$ cat src/rtl/zbr_pkg.sv
package zbr_pkg;
  typedef enum logic [3:0] {
    BK_NONE = 4'd0,
    BK_JUMP = 4'd1,
    BK_RET  = 4'd2,
    BK_RETI = 4'd3,
    BK_EQZ  = 4'd4,
    BK_NEZ  = 4'd5,
    BK_LTZ  = 4'd6,
    BK_LEZ  = 4'd7,
    BK_GTZ  = 4'd8,
    BK_GEZ  = 4'd9
  } br_kind_e;

  function automatic logic kind_uncond(input logic [3:0] k);
    return (k == BK_JUMP) || (k == BK_RET) || (k == BK_RETI);
  endfunction

  function automatic logic kind_uses_reg(input logic [3:0] k);
    return (k == BK_RET) || (k == BK_RETI);
  endfunction
endpackage

$ cat src/rtl/zbr_zero_cmp.sv
module zbr_zero_cmp #(
  parameter int XLEN = 32
) (
  input  logic [XLEN-1:0] opnd,
  input  logic [3:0]      kind,
  output logic            cond_true
);
  import zbr_pkg::*;

  logic is_zero;
  logic is_neg;

  assign is_zero = (opnd == '0);
  assign is_neg  = opnd[XLEN-1];

  always_comb begin
    unique case (kind)
      BK_EQZ:  cond_true = is_zero;
      BK_NEZ:  cond_true = !is_zero;
      BK_LTZ:  cond_true = is_neg;
      BK_LEZ:  cond_true = is_neg || is_zero;
      BK_GTZ:  cond_true = !is_neg && !is_zero;
      BK_GEZ:  cond_true = !is_neg;
      default: cond_true = 1'b0;
    endcase
  end
endmodule

$ cat src/rtl/zbr_target.sv
module zbr_target #(
  parameter int XLEN = 32
) (
  input  logic [XLEN-1:0] pc,
  input  logic [XLEN-1:0] opnd,
  input  logic [XLEN-1:0] imm,
  input  logic            use_reg,
  output logic [XLEN-1:0] tgt,
  output logic [XLEN-1:0] seq
);
  localparam int STEP = XLEN / 8;
  localparam logic [XLEN-1:0] STEP_V = XLEN'(STEP);

  logic [XLEN-1:0] base;

  assign base = use_reg ? opnd : pc;
  assign tgt  = base + imm;
  assign seq  = pc + STEP_V;
endmodule

$ cat src/rtl/zbr_status.sv
module zbr_status #(
  parameter int STAT_W = 32,
  parameter int IE_BIT = 1
) (
  input  logic              clk,
  input  logic              rst,
  input  logic              set_ie,
  output logic [STAT_W-1:0] status
);
  localparam logic [STAT_W-1:0] IE_MASK = STAT_W'(1) << IE_BIT;

  always_ff @(posedge clk) begin
    if (rst) status <= '0;
    else if (set_ie) status <= status | IE_MASK;
  end


  status_only_on_reti_chk: assert property (@(posedge clk) disable iff (rst)
    (status != $past(status)) |-> $past(set_ie));


  ie_set_after_reti_chk: assert property (@(posedge clk) disable iff (rst)
    set_ie |=> status[IE_BIT]);
endmodule

$ cat src/rtl/zbr_unit.sv
module zbr_unit #(
  parameter int XLEN   = 32,
  parameter int STAT_W = 32,
  parameter int IE_BIT = 1
) (
  input  logic              clk,
  input  logic              rst,
  input  logic              req_valid,
  input  logic [3:0]        br_kind,
  input  logic [XLEN-1:0]   pc,
  input  logic [XLEN-1:0]   opnd,
  input  logic [XLEN-1:0]   imm,
  input  logic              link_en,
  input  logic              dslot,
  output logic              res_valid,
  output logic              taken,
  output logic [XLEN-1:0]   next_pc,
  output logic              link_wr,
  output logic [XLEN-1:0]   link_val,
  output logic              flush,
  output logic              slot_exec,
  output logic [STAT_W-1:0] status
);
  import zbr_pkg::*;

  logic            cond_true;
  logic [XLEN-1:0] tgt;
  logic [XLEN-1:0] seq;
  logic            take_c;
  logic            link_c;
  logic            reti_c;

  zbr_zero_cmp #(.XLEN(XLEN)) u_cmp (
    .opnd      (opnd),
    .kind      (br_kind),
    .cond_true (cond_true)
  );

  zbr_target #(.XLEN(XLEN)) u_tgt (
    .pc      (pc),
    .opnd    (opnd),
    .imm     (imm),
    .use_reg (kind_uses_reg(br_kind)),
    .tgt     (tgt),
    .seq     (seq)
  );

  assign take_c = req_valid && (kind_uncond(br_kind) || cond_true);
  assign link_c = req_valid && link_en && (br_kind == BK_JUMP);
  assign reti_c = req_valid && (br_kind == BK_RETI);

  zbr_status #(.STAT_W(STAT_W), .IE_BIT(IE_BIT)) u_stat (
    .clk    (clk),
    .rst    (rst),
    .set_ie (reti_c),
    .status (status)
  );

  always_ff @(posedge clk) begin
    if (rst) begin
      res_valid <= 1'b0;
      taken     <= 1'b0;
      next_pc   <= '0;
      link_wr   <= 1'b0;
      link_val  <= '0;
      flush     <= 1'b0;
      slot_exec <= 1'b0;
    end else begin
      res_valid <= req_valid;
      taken     <= take_c;
      next_pc   <= take_c ? tgt : seq;
      link_wr   <= link_c;
      link_val  <= pc;
      flush     <= take_c && !dslot;
      slot_exec <= take_c && dslot;
    end
  end


  flush_slot_excl_chk: assert property (@(posedge clk) disable iff (rst)
    !(flush && slot_exec));


  flush_needs_taken_chk: assert property (@(posedge clk) disable iff (rst)
    (flush || slot_exec) |-> taken);


  idle_quiet_chk: assert property (@(posedge clk) disable iff (rst)
    !res_valid |-> (!taken && !link_wr && !flush && !slot_exec));


  link_only_jump_chk: assert property (@(posedge clk) disable iff (rst)
    link_wr |-> (taken && $past(br_kind) == BK_JUMP && link_val == $past(pc)));


  seq_when_not_taken_chk: assert property (@(posedge clk) disable iff (rst)
    (res_valid && !taken) |-> (next_pc == $past(pc) + XLEN'(XLEN / 8)));
endmodule

$ cat config.mk
export PLATFORM = sky130hd
export DESIGN_NAME = zbr_unit
export DESIGN_NICKNAME = d
export VERILOG_FILES = /design/src/rtl/zbr_pkg.sv /design/src/rtl/zbr_zero_cmp.sv /design/src/rtl/zbr_target.sv /design/src/rtl/zbr_status.sv /design/src/rtl/zbr_unit.sv
export SDC_FILE = /design/constraint.sdc
export NUM_CORES = 1
export LEC_CHECK = 0
export ABC_AREA = 0
export BUFFER_PORTS_ARGS = -buffer_cell sky130_fd_sc_hd__buf_4
export CORE_MARGIN = 2
export CORE_UTILIZATION = 57
export CTS_BUF_LIST = sky130_fd_sc_hd__clkbuf_8
export DETAILED_ROUTE_END_ITERATION = 12
export PLACE_DENSITY_LB_ADDON = 0.08
export REMOVE_ABC_BUFFERS = 1
export SETUP_SLACK_MARGIN = 0.1
export SLEW_MARGIN = 20
export SYNTH_ARGS = -nofsm -noshare
export SYNTH_HDL_FRONTEND = slang
export SYNTH_HIERARCHICAL = 1
export SYNTH_SLANG_ARGS = --single-unit
$ cat constraint.sdc
create_clock -name clk -period 13 [get_ports clk]
set_input_delay 1.3 -clock clk [delete_from_list [all_inputs] [get_ports clk]]
set_output_delay 1.3 -clock clk [all_outputs]
set_load 0.005 [all_outputs]
==> run summary <==
Wirelength, routed = 18600 um
Postcts setup bufs = 0
CP top delay family = simple AND/OR/NAND/NOR gates
Req. time, crit path = 13.28 ns
Post-Syn Instances = 783
Dpl hpwl = 13000 um
# clock sinks = 70
Nets = 1053
Share of layout cells above drive strength 1 = 25.8%
Vias per inst = 6.09
Share of the yosys chip area belonging to registers = 23.0%
Worst Path Buf+Inv = 1
Commonest non-fill, non-tap cell in the layout = buf_4
Chip width = 107 um
Most frequent cells in the layout = 175 x buf_4, 74 x nand2_1, 70 x dfxtp_1, 66 x nor3b_1, 50 x nand3_1
Peak fanout along the critical path = 67
Worst r2r src = u_stat/status[1]
Total congestion overflow = 0
Vias in the first global route = 6022
Mean Syn Cell Area = 7.79 sq um
CP Cell Sequence = buf_4, or2_4, nor2_4, mux2_2, ha_1, fa_1, a21o_1, a221o_1, nand3_1, o21ai_2, a31oi_1, o21ai_0, xor2_1, nand2_1, or4_1, nand3_1
Hold Startpoint = u_stat/status[1]
Antenna-violating nets left = 0
Core area = 10400 sq um
Post-CTS Hold Buffers = 0
N_diodes = 0
Hold Violations, Final = 0
Post-Layout Inst Area = 7510 sq um
First drt pass iteration count = 5
DR WL/cell = 17.6 um
Final Skew = 0 ns
Outcome = finished, final reports clean
Final Critical Period = 5.58 ns
Largest net degree at the start of global routing = 131
Pwr Density = 95.1 nW/um^2
GR peak layer = met2
Hold crit path type = reg -> reg
# fillers = 860
Worst setup EP type = flip-flop
# rows = 37
Grt met1 use = 41.0%
Max_slew headroom = 32.5%
Starting Density = 58.8%
Drt first-iter violations = 484
Vias = 6426
Crit-path max cell delay = 0.85 ns
Grt met2 use = 52.4%
Max VDD drop = 0.0573 mV
Slowest cell on crit path = nor2_4
IO Count = 206
Initial antenna violation count = 0
Critical path startpoint = br_kind[3]
Area Overhead vs Synth = 23.3%
CTS tree = yes
Synth Cell Area = 6100 sq um
Routability cong. = 0.901
Static Leak = 0.00323 uW
Die area = 11500 sq um
Resized cells post-CTS = 0
Yosys warnings = 6
Clock latency on the worst-skew pair = 0.34 ns
Root Driver = clkbuf_8
EDFF count, synth = 0
Slew Limit Fails = 0
Residual DRC count = 0
Clk buf depth = 2
H-tree levels = 3
Reg clk slew, reported paths = 0.08 ns
Placed inst area = 7230 sq um
Final worst path period share = 42.9%
Distinct cells, synth = 56
GRT met3 Usage = 4.60%
Final setup fails = 0
Buffers on Ports = 174
First-pass GRT wire length = 29200 um
CTS buffer count = 9
Die H = 107 um
TNS Setup = 0 ns
Ys async rst share = 0%
Type of origin of the critical path = input pin
Register bit count reported by yosys = 70
Top_reg_cell synth = dfxtp_1
Max frequency = 179 MHz
Max_cap viols = 0
Worst Tran Pin Value = 1.01 ns
GRT Util Overall = 31.4%
Arrival time worst endpoint = 5.86 ns
RSZ-0062 raised after global routing = false
Critical path class = in -> reg
CP most frequent cell = nand3_1
[worst paths after layout]
path | slack, ns | depth (start not counted) | endpoint
worst max-delay path | 7.42 | 16 | next_pc[28]
worst min-delay path | 0.50 | 1 | u_stat/status[1]
worst max register to register | 12.40 | 1 | u_stat/status[1]
worst min register to register | 0.50 | 1 | u_stat/status[1]
[cells by family (layout without fill, tap and decap cells)]
family / after synthesis / in the layout / share of synthesized area [%]
compound gates: 156 / 156 / 15.9
xor+xnor: 59 / 59 / 8.48
fa+ha+maj: 33 / 33 / 6.90
buf+inv: 99 / 206 / 8.68
flops: 70 / 70 / 23.0
mux: 29 / 29 / 5.34
other cells: 1 / 31 / 0.0615
simple gates: 336 / 336 / 31.7
[final cells by class]
type / instances / area, sq um / area share [%]
Multi-Input combinational cell: 644 / 4290 / 57.1
Sequential cell: 70 / 1400 / 18.7
Timing Repair Buffer: 177 / 1350 / 18.0
Tap cell: 136 / 170 / 2.26
Clock buffer: 10 / 138 / 1.83
Clock inverter: 6 / 110 / 1.47
Inverter: 13 / 48.8 / 0.649
[per-layer routing]
metal  vias up  part of all wire (%)
met3        38                   7.7
li1       3041                     -
met4         0                   1.9
met2       343                    48
met5         -                     0
met1      3004                    43
[power by group]
group | total [uW] | switching (uW) | internal, uW
Combinational | 255 | 140 | 115
Sequential | 237 | 5.14 | 232
Clock | 223 | 90.2 | 132
[state kept, by name, summed over array words and instances (netlist names)]
name and cells:
link_val 32, flush 1, slot_exec 1, link_wr 1, u_stat/status 1, next_pc 32
taken 1, res_valid 1
[stage by stage]
| step | hold slack [ns] | setup WS, ns | power (uW) | instances | util, % |
|---|---|---|---|---|---|
| floorplan | 0.472 | 6.99 | 385 | 727 | - |
| global placement | 0.478 | 7.18 | 484 | 1039 | 69.8 |
| detailed placement | 0.488 | 7.08 | 489 | 1039 | 69.8 |
| CTS | 0.506 | 7.43 | 713 | 1055 | 72.2 |
| global route | 0.553 | 7.11 | 752 | 1056 | 72.5 |
| finish | 0.504 | 7.42 | 715 | 1056 | 72.5 |
[Yosys cell counts, types with 2 or more instances]
cell type | n | area [sq um]
nor3b_1 | 66 | 495
nor2_1 | 28 | 105
a21oi_1 | 27 | 135
inv_2 | 2 | 7.51
inv_1 | 11 | 41.3
a21o_1 | 9 | 67.6
xor2_1 | 23 | 201
nor3_1 | 10 | 50.1
a21oi_2 | 3 | 26.3
and3_1 | 8 | 50.1
buf_6 | 3 | 33.8
a31o_1 | 2 | 17.5
and4_1 | 4 | 35.0
o31ai_1 | 2 | 15.0
nand4_1 | 14 | 87.6
ha_1 | 32 | 400
o21ai_1 | 2 | 10.0
nor4_2 | 4 | 50.1
buf_2 | 9 | 45.0
o21ai_2 | 2 | 17.5
o211ai_1 | 4 | 30.0
buf_1 | 5 | 18.8
nand2_1 | 74 | 278
o21ai_0 | 48 | 240
nor4_1 | 5 | 31.3
buf_4 | 33 | 248
xnor2_1 | 36 | 315
nand2b_1 | 3 | 18.8
clkbuf_1 | 36 | 135
mux2_2 | 28 | 315
dfxtp_1 | 70 | 1400
nand3_1 | 50 | 250
nor2b_1 | 33 | 206
a31oi_1 | 38 | 238
and2_1 | 2 | 12.5
o21ba_1 | 2 | 20.0
or4_1 | 32 | 240
o21bai_1 | 5 | 37.5
Power figures use the tool's default switching activity.
